File: config.mk
export PLATFORM = sky130hd
export DESIGN_NAME = trace_pattern_gen
export DESIGN_NICKNAME = d
export VERILOG_FILES = /design/src/rtl/tpg_pkg.sv /design/src/rtl/tpg_decode.sv /design/src/rtl/tpg_sequencer.sv /design/src/rtl/tpg_pattern_core.sv /design/src/rtl/trace_pattern_gen.sv
export SDC_FILE = /design/constraint.sdc
export NUM_CORES = 1
export LEC_CHECK = 0
export CAP_MARGIN = 20
export CORE_MARGIN = 10
export CORE_UTILIZATION = 58
export CTS_BUF_LIST = sky130_fd_sc_hd__clkbuf_2
export DETAILED_ROUTE_END_ITERATION = 12
export GPL_ROUTABILITY_DRIVEN = 0
export GPL_TIMING_DRIVEN = 0
export PLACE_DENSITY = 0.85
export SLEW_MARGIN = 20
export SYNTH_ARGS = -nofsm -noshare
export SYNTH_HDL_FRONTEND = slang
export SYNTH_SLANG_ARGS = --single-unit
File: constraint.sdc
create_clock -name clk_i -period 2.7 [get_ports clk_i]
set_clock_uncertainty 0.15 [all_clocks]
set_input_delay 0.675 -clock clk_i [delete_from_list [all_inputs] [get_ports clk_i]]
set_output_delay 0.675 -clock clk_i [all_outputs]
set_load 0.01 [all_outputs]
File: src/rtl/tpg_pkg.sv
package tpg_pkg;
  localparam int NPAT      = 4;
  localparam int PIDX_W    = $clog2(NPAT);
  localparam int CW_W      = 32;
  localparam int FAM_HI    = 13;  // walking-ones; lower bits follow the play order
  localparam int MODE_TIME = 9;
  localparam int MODE_CONT = 8;

  typedef enum logic [PIDX_W-1:0] {
    PAT_W1   = 2'd0,
    PAT_W0   = 2'd1,
    PAT_AA55 = 2'd2,
    PAT_FF00 = 2'd3
  } pat_e;

  typedef enum logic [1:0] {
    CMD_STOP,
    CMD_CONT,
    CMD_TIMED,
    CMD_BAD
  } cmd_e;
endpackage

File: src/rtl/tpg_decode.sv
module tpg_decode
  import tpg_pkg::*;
#(
  parameter int DUR_W = 8
) (
  input  logic [CW_W-1:0]  word_i,
  output cmd_e             cmd_o,
  output logic [NPAT-1:0]  mask_o,
  output logic [DUR_W-1:0] dur_o
);
  logic is_timed, is_cont;
  logic [$clog2(NPAT+1)-1:0] n_sel;

  // mask index 0 is the first family played
  for (genvar g = 0; g < NPAT; g++) begin : g_mask
    assign mask_o[g] = word_i[FAM_HI-g];
  end

  assign dur_o    = word_i[DUR_W-1:0];
  assign is_timed = word_i[MODE_TIME];
  assign is_cont  = word_i[MODE_CONT];
  assign n_sel    = $countones(mask_o);

  always_comb begin
    if (is_timed && is_cont)  cmd_o = CMD_BAD;
    else if (is_cont)         cmd_o = (n_sel == 1) ? CMD_CONT : CMD_BAD;
    else if (is_timed)        cmd_o = (n_sel != 0) ? CMD_TIMED : CMD_BAD;
    else                      cmd_o = CMD_STOP;
  end
endmodule

File: src/rtl/tpg_sequencer.sv
module tpg_sequencer
  import tpg_pkg::*;
#(
  parameter int DUR_W = 8
) (
  input  logic             clk_i,
  input  logic             rst_n,
  input  logic             wr_en_i,
  input  cmd_e             cmd_i,
  input  logic [NPAT-1:0]  mask_i,
  input  logic [DUR_W-1:0] dur_i,
  output logic             act_o,
  output pat_e             pat_o,
  output logic             load_o,
  output logic             step_o,
  output logic             clr_o
);
  logic             act_q, act_d;
  logic             timed_q, timed_d;
  pat_e             cur_q, cur_d;
  logic [NPAT-1:0]  mask_q, mask_d;
  logic [DUR_W-1:0] dur_q, dur_d;
  logic [DUR_W-1:0] cnt_q, cnt_d;
  logic [PIDX_W:0]  first_w, next_w;

  function automatic logic [PIDX_W:0] first_sel(input logic [NPAT-1:0] m, input int from);
    logic [PIDX_W:0] r;
    r = '0;
    for (int i = 0; i < NPAT; i++) begin
      if (!r[PIDX_W] && i >= from && m[i]) r = {1'b1, PIDX_W'(i)};
    end
    return r;
  endfunction

  assign first_w = first_sel(mask_i, 0);
  assign next_w  = first_sel(mask_q, int'(cur_q) + 1);

  always_comb begin
    act_d   = act_q;
    timed_d = timed_q;
    cur_d   = cur_q;
    mask_d  = mask_q;
    dur_d   = dur_q;
    cnt_d   = cnt_q;
    load_o  = 1'b0;
    step_o  = 1'b0;
    clr_o   = 1'b0;
    if (wr_en_i && cmd_i != CMD_BAD) begin
      mask_d  = mask_i;
      dur_d   = dur_i;
      timed_d = (cmd_i == CMD_TIMED);
      cur_d   = pat_e'(first_w[PIDX_W-1:0]);
      cnt_d   = dur_i - 1'b1;
      if (cmd_i == CMD_STOP || (cmd_i == CMD_TIMED && dur_i == '0)) begin
        act_d = 1'b0;
        clr_o = 1'b1;
      end else begin
        act_d  = 1'b1;
        load_o = 1'b1;
      end
    end else if (act_q) begin
      if (!timed_q) begin
        step_o = 1'b1;
      end else if (cnt_q == '0) begin
        if (next_w[PIDX_W]) begin
          cur_d  = pat_e'(next_w[PIDX_W-1:0]);
          cnt_d  = dur_q - 1'b1;
          load_o = 1'b1;
        end else begin
          act_d = 1'b0;
          clr_o = 1'b1;
        end
      end else begin
        cnt_d  = cnt_q - 1'b1;
        step_o = 1'b1;
      end
    end
  end

  always_ff @(posedge clk_i or negedge rst_n) begin
    if (!rst_n) begin
      act_q   <= 1'b0;
      timed_q <= 1'b0;
      cur_q   <= PAT_W1;
      mask_q  <= '0;
      dur_q   <= '0;
      cnt_q   <= '0;
    end else begin
      act_q   <= act_d;
      timed_q <= timed_d;
      cur_q   <= cur_d;
      mask_q  <= mask_d;
      dur_q   <= dur_d;
      cnt_q   <= cnt_d;
    end
  end

  assign act_o = act_q;
  assign pat_o = (load_o) ? cur_d : cur_q;

  // within a family the remaining count stays below the programmed duration
  a_r6_cnt_bound: assert property (@(posedge clk_i) disable iff (!rst_n)
    (act_q && timed_q) |-> (cnt_q < dur_q));
  // at the end of a segment the next family lies later in the play order, or the run ends
  a_r6_forward: assert property (@(posedge clk_i) disable iff (!rst_n)
    (act_q && timed_q && !wr_en_i && cnt_q == '0) |=> (!act_q || cur_q > $past(cur_q)));
  // continuous mode keeps its family while no write arrives
  a_r5_hold: assert property (@(posedge clk_i) disable iff (!rst_n)
    (act_q && !timed_q && !wr_en_i) |=> (act_q && $stable(cur_q)));
  // a discarded word does not wake an idle generator
  a_r8_bad_idle: assert property (@(posedge clk_i) disable iff (!rst_n)
    (!act_q && wr_en_i && cmd_i == CMD_BAD) |=> !act_q);
endmodule

File: src/rtl/tpg_pattern_core.sv
module tpg_pattern_core
  import tpg_pkg::*;
#(
  parameter int DATA_W = 16
) (
  input  logic              clk_i,
  input  logic              rst_n,
  input  pat_e              pat_i,
  input  logic              load_i,
  input  logic              step_i,
  input  logic              clr_i,
  output logic [DATA_W-1:0] data_o
);
  localparam logic [DATA_W-1:0] SEED_W1 = DATA_W'(1);
  localparam logic [DATA_W-1:0] SEED_W0 = ~SEED_W1;
  localparam logic [DATA_W-1:0] SEED_AA = {(DATA_W/2){2'b10}};
  localparam logic [DATA_W-1:0] SEED_FF = '1;

  logic [DATA_W-1:0] data_q, data_d;
  logic              en;

  function automatic logic [DATA_W-1:0] seed_of(input pat_e p);
    case (p)
      PAT_W1:   return SEED_W1;
      PAT_W0:   return SEED_W0;
      PAT_AA55: return SEED_AA;
      default:  return SEED_FF;
    endcase
  endfunction

  assign en = clr_i | load_i | step_i;

  always_comb begin
    if (clr_i)       data_d = '0;
    else if (load_i) data_d = seed_of(pat_i);
    else if (pat_i == PAT_W1 || pat_i == PAT_W0)
                     data_d = {data_q[DATA_W-2:0], data_q[DATA_W-1]};
    else             data_d = ~data_q;
  end

  always_ff @(posedge clk_i or negedge rst_n) begin
    if (!rst_n)  data_q <= '0;
    else if (en) data_q <= data_d;
  end

  assign data_o = data_q;

  // the two alternating families invert the whole bus on every advance
  a_r4_alternate: assert property (@(posedge clk_i) disable iff (!rst_n)
    (step_i && !clr_i && !load_i && (pat_i == PAT_AA55 || pat_i == PAT_FF00))
      |=> (data_q == ~$past(data_q)));
endmodule

File: src/rtl/trace_pattern_gen.sv
module trace_pattern_gen
  import tpg_pkg::*;
#(
  parameter int DATA_W = 16,
  parameter int DUR_W  = 8
) (
  input  logic              clk_i,
  input  logic              rst_ni,
  input  logic              wr_en_i,
  input  logic [CW_W-1:0]   wr_data_i,
  output logic [DATA_W-1:0] trc_data_o,
  output logic              trc_ctl_o
);
  logic [1:0]       rst_sync_q;
  logic             rst_n;
  cmd_e             cmd;
  logic [NPAT-1:0]  mask;
  logic [DUR_W-1:0] dur;
  pat_e             pat;
  logic             act, load, step, clr;

  always_ff @(posedge clk_i or negedge rst_ni) begin
    if (!rst_ni) rst_sync_q <= 2'b00;
    else         rst_sync_q <= {rst_sync_q[0], 1'b1};
  end
  assign rst_n = rst_sync_q[1];

  tpg_decode #(.DUR_W(DUR_W)) u_dec (
    .word_i (wr_data_i),
    .cmd_o  (cmd),
    .mask_o (mask),
    .dur_o  (dur)
  );

  tpg_sequencer #(.DUR_W(DUR_W)) u_seq (
    .clk_i   (clk_i),
    .rst_n   (rst_n),
    .wr_en_i (wr_en_i),
    .cmd_i   (cmd),
    .mask_i  (mask),
    .dur_i   (dur),
    .act_o   (act),
    .pat_o   (pat),
    .load_o  (load),
    .step_o  (step),
    .clr_o   (clr)
  );

  tpg_pattern_core #(.DATA_W(DATA_W)) u_core (
    .clk_i  (clk_i),
    .rst_n  (rst_n),
    .pat_i  (pat),
    .load_i (load),
    .step_i (step),
    .clr_i  (clr),
    .data_o (trc_data_o)
  );

  assign trc_ctl_o = act;

  // an idle generator drives an all-zero bus
  a_r11_idle_zero: assert property (@(posedge clk_i) disable iff (!rst_n)
    !trc_ctl_o |-> (trc_data_o == '0));
  // walking-ones always carries exactly one high bit
  a_r2_one_hot: assert property (@(posedge clk_i) disable iff (!rst_n)
    (trc_ctl_o && pat == PAT_W1 && !load) |-> ($countones(trc_data_o) == 1));
  // walking-zeros always carries exactly one low bit
  a_r3_one_cold: assert property (@(posedge clk_i) disable iff (!rst_n)
    (trc_ctl_o && pat == PAT_W0 && !load) |-> ($countones(trc_data_o) == DATA_W-1));
endmodule

==> results of run 1 <==
==> final timing paths <==
path                       depth (start not counted)            from  slack (ns)                 to
max                                               18   wr_data_i[13]       -1.15   u_core.data_o[5]
min                                                1   rst_sync_q[1]        0.07  u_core.data_o[13]
max reg2reg                                       13  u_seq.cnt_q[4]       -0.93   u_core.data_o[5]
min reg2reg                                        1   rst_sync_q[1]        0.07  u_core.data_o[13]
max in group asynchronous                          1   rst_sync_q[1]        1.59     u_seq.cur_q[0]
min in group clk_i                                 0   rst_sync_q[0]        0.23      rst_sync_q[1]
==> final cells by class <==
class                           instances  area, sq um  share of cell area, %
Multi-Input combinational cell        228         1760                   48.2
Sequential cell                        41         1030                   28.1
Timing Repair Buffer                   54          534                   14.6
Buffer                                 14          144                   3.93
Tap cell                               52         65.1                   1.78
Inverter                               11         58.8                   1.61
Clock inverter                          3         41.3                   1.13
Clock buffer                            5         25.0                  0.684
==> registers in the layout, summed over array words and instances (netlist names) <==
signal	flops
u_seq.mask_q	3
u_seq.act_o	1
u_seq.cur_q	2
rst_sync_q	2
u_seq.dur_q	8
u_seq.cnt_q	8
u_core.data_o	16
u_seq.timed_q	1
==> power groups by stage <==
stage                     Combinational, W  Clock [W]  Sequential [W]
after floorplan                    0.00108          0         0.00116
after global placement             0.00160          0         0.00115
after detailed placement           0.00166          0         0.00116
after CTS                          0.00175   0.000375         0.00115
after global routing               0.00221   0.000400         0.00122
final                              0.00204   0.000383         0.00120
==> kinds of logic after synthesis <==
family,count (synthesis)
XOR/XNOR,4
adder cells (fa/ha/maj),11
flip-flops,41
buffers and inverters,26
multiplexers,7
AND/OR/NAND/NOR,111
AO/OA/AOI/OAI,94
other,1
==> metrics by stage <==
| step | instances | setup slack [ns] |
|---|---|---|
| 6_report | 408 | -1.15 |
| 5_1_grt | 408 | -1.28 |
| 4_1_cts | 398 | -1.08 |
| 3_5_place_dp | 381 | -2.43 |
| 3_3_place_gp | 380 | -2.37 |
| 2_1_floorplan | 295 | -1.41 |
==> metal layers <==
layer / up-vias / wire, um
met1: 1298 / 3150
met5: - / 0
met4: 0 / 157
met3: 22 / 747
met2: 177 / 4080
li1: 1189 / -
==> cells in the final DEF, fill, tap and decap left out, types with 3 or more instances in the layout <==
cell,n
nand2_1,42
clkdlybuf4s50_1,29
nor3_1,11
mux2_2,3
o21ai_2,4
buf_8,3
ha_1,4
buf_4,18
o21ai_1,7
nand3_1,6
o21ai_0,15
a21o_1,3
buf_6,9
dfrtp_1,40
nor2_1,23
clkbuf_2,5
a21oi_1,10
a211oi_1,6
and3_1,3
inv_1,8
a211oi_2,9
ha_4,5
nand4_1,3
a31oi_1,7
nand2b_1,4
==> timing repair <==
action | 4_1_cts | 5_1_grt
gates cloned | 1 | 0
setup endpoints to repair | 39 | 35
pin swaps | 14 | 16
setup buffers | 8 | 10
hold endpoints to repair | 6 | 0
hold buffers | 1 | 0
gates resized for setup | 39 | 39
==> reports/summary.txt, run 1 <==
XOR/XNOR Fraction of Synth Area -> 1.34%
worst path bufs/invs -> 4
first-pass GRT wire length -> 11900 um
final WL -> 8130 um
# setup viols final -> 24
post-route cell area -> 0.00366 sq mm
post-synthesis compound-gate area fraction -> 25.7%
Iteration-0 DRC Markers -> 273
Via density -> 6.58
Final period util -> 143%
share of layout cells above drive strength 1 -> 29.8%
most common cell in the netlist -> nand2_1
power share of the sequential group -> 33.1%
drt pass-1 iters -> 5
CTS Sinks -> 41
most used cell, CP -> ha_4
Synth async-reset ratio -> 100%
die height -> 87.1 um
Setup WS post-layout -> -1.15 ns
Slew Viols, Final -> 0
CP Capture Type -> flip-flop
Comb power frac -> 56.3%
Max IR drop VDD -> 0.539 mV
syn avg cell area -> 8.85 sq um
top cells by area, synth -> dfrtp_1 (39%), nand2_1 (6.5%), o21ai_0 (5.0%)
Placement Cell Area -> 0.00323 sq mm
Hold Path Class -> flip-flop to asynchronous set/reset pin
fill count -> 249
multiplexer share of the synthesized area -> 2.92%
DRC viols -> 0
routed length per instance -> 19.9 um
top cell type's share of synthesized area -> 39.3%
pwr dens -> 991 mW/mm^2
Main synth FF type -> dfrtp_1
worst skew pair latency -> 0.44 ns
CTS H-tree depth -> 2
max cap viols -> 0
power share of the clock group -> 10.6%
Min Hold Slack -> 0.0682 ns
initial antenna violation count -> 0
Core ar. -> 0.00435 sq mm
total global-route track usage -> 19.3%
Root Buffer -> clkbuf_2
Final HPWL DP -> 4960 um
sw frac -> 44.7%
Final Hold Vio Count -> 0
die area -> 0.00758 sq mm
# rows -> 24
initial core utilization -> 59.9%
M3 GR Usage -> 4.49%
critical path class -> input pin to flip-flop
Longest Clk Path Bufs -> 2
CP cell instances -> buf_12, inv_12, ha_4, ha_4, fa_2, nor4b_4, o21bai_4, buf_6, nand2_8, a31o_4, mux2_4, ha_4, or2_4, clkbuf_8, nand2_1, o21ai_1, a211oi_1, nor3_1
Remaining Overflow, GRT -> 0
cts bufs inserted -> 5
largest fanout on the critical path -> 6
Worst Max-Slew Pin Slew -> 0.725 ns
cell count after synthesis -> 295
Die W -> 87.1 um
failing checks -> setup timing
Slowest-stage cell, CP -> fa_2
Cell Area, Synth -> 0.00261 sq mm
Antenna Nets Post-Route -> 0
Critical Path RT -> 2.89 ns
post-synth cell types -> 61
CP Launch Type -> input pin
grt peak-use layer -> met2
Leakage -> 1.54 nW
CTS tree -> yes
clock slew at reported path FFs -> 0.23 ns
GR met2 Demand/Resource -> 31.9%
status -> complete, but fails checks
vias in the first global route -> 2447
Synth area leader -> dfrtp_1
area delta synth->final -> 40.1%
DR vias -> 2686
Syn Nets -> 341
Overall Power -> 0.00363 W
worst path arrival time -> 4.04 ns
RSZ-0062 raised after global routing -> true
register area share after synthesis -> 39.3%
delay-heaviest family, CP -> adder cells
CP max stage delay -> 0.49 ns
YS warnings -> 0
Diodes inserted -> 0
crit path time final -> 3.85 ns
Internal -> 0.00200 W
post-layout util -> 84.0%
I/O Buffers -> 33
IO Count -> 52
Synth top cells by count -> nand2_1 (45), dfrtp_1 (41), nor2_1 (26), o21ai_0 (26), a211oi_1 (15)
Yosys reg bits -> 41
largest net degree at the start of global routing -> 34
main combinational cell family by area after synthesis -> compound AO/OA/AOI/OAI gates
Max-slew headroom -> 51.2%
Synth Area in Simple Gates -> 20.3%
Synth Area in Adders -> 5.56%
met1 Use GR -> 24.3%
Psw -> 0.00162 W
nets@finish -> 401
Post-synth EDFFs -> 0
Max Freq -> 260 MHz
setup tns final -> -19.97 ns
No activity file was read; power rests on OpenSTA's default activity.
==> run 2: changes to the inputs <==
CAP_MARGIN = not set   (was 20)
==> results of run 2 <==
The final DEF is identical to that of run 1; final timing and power are the same.
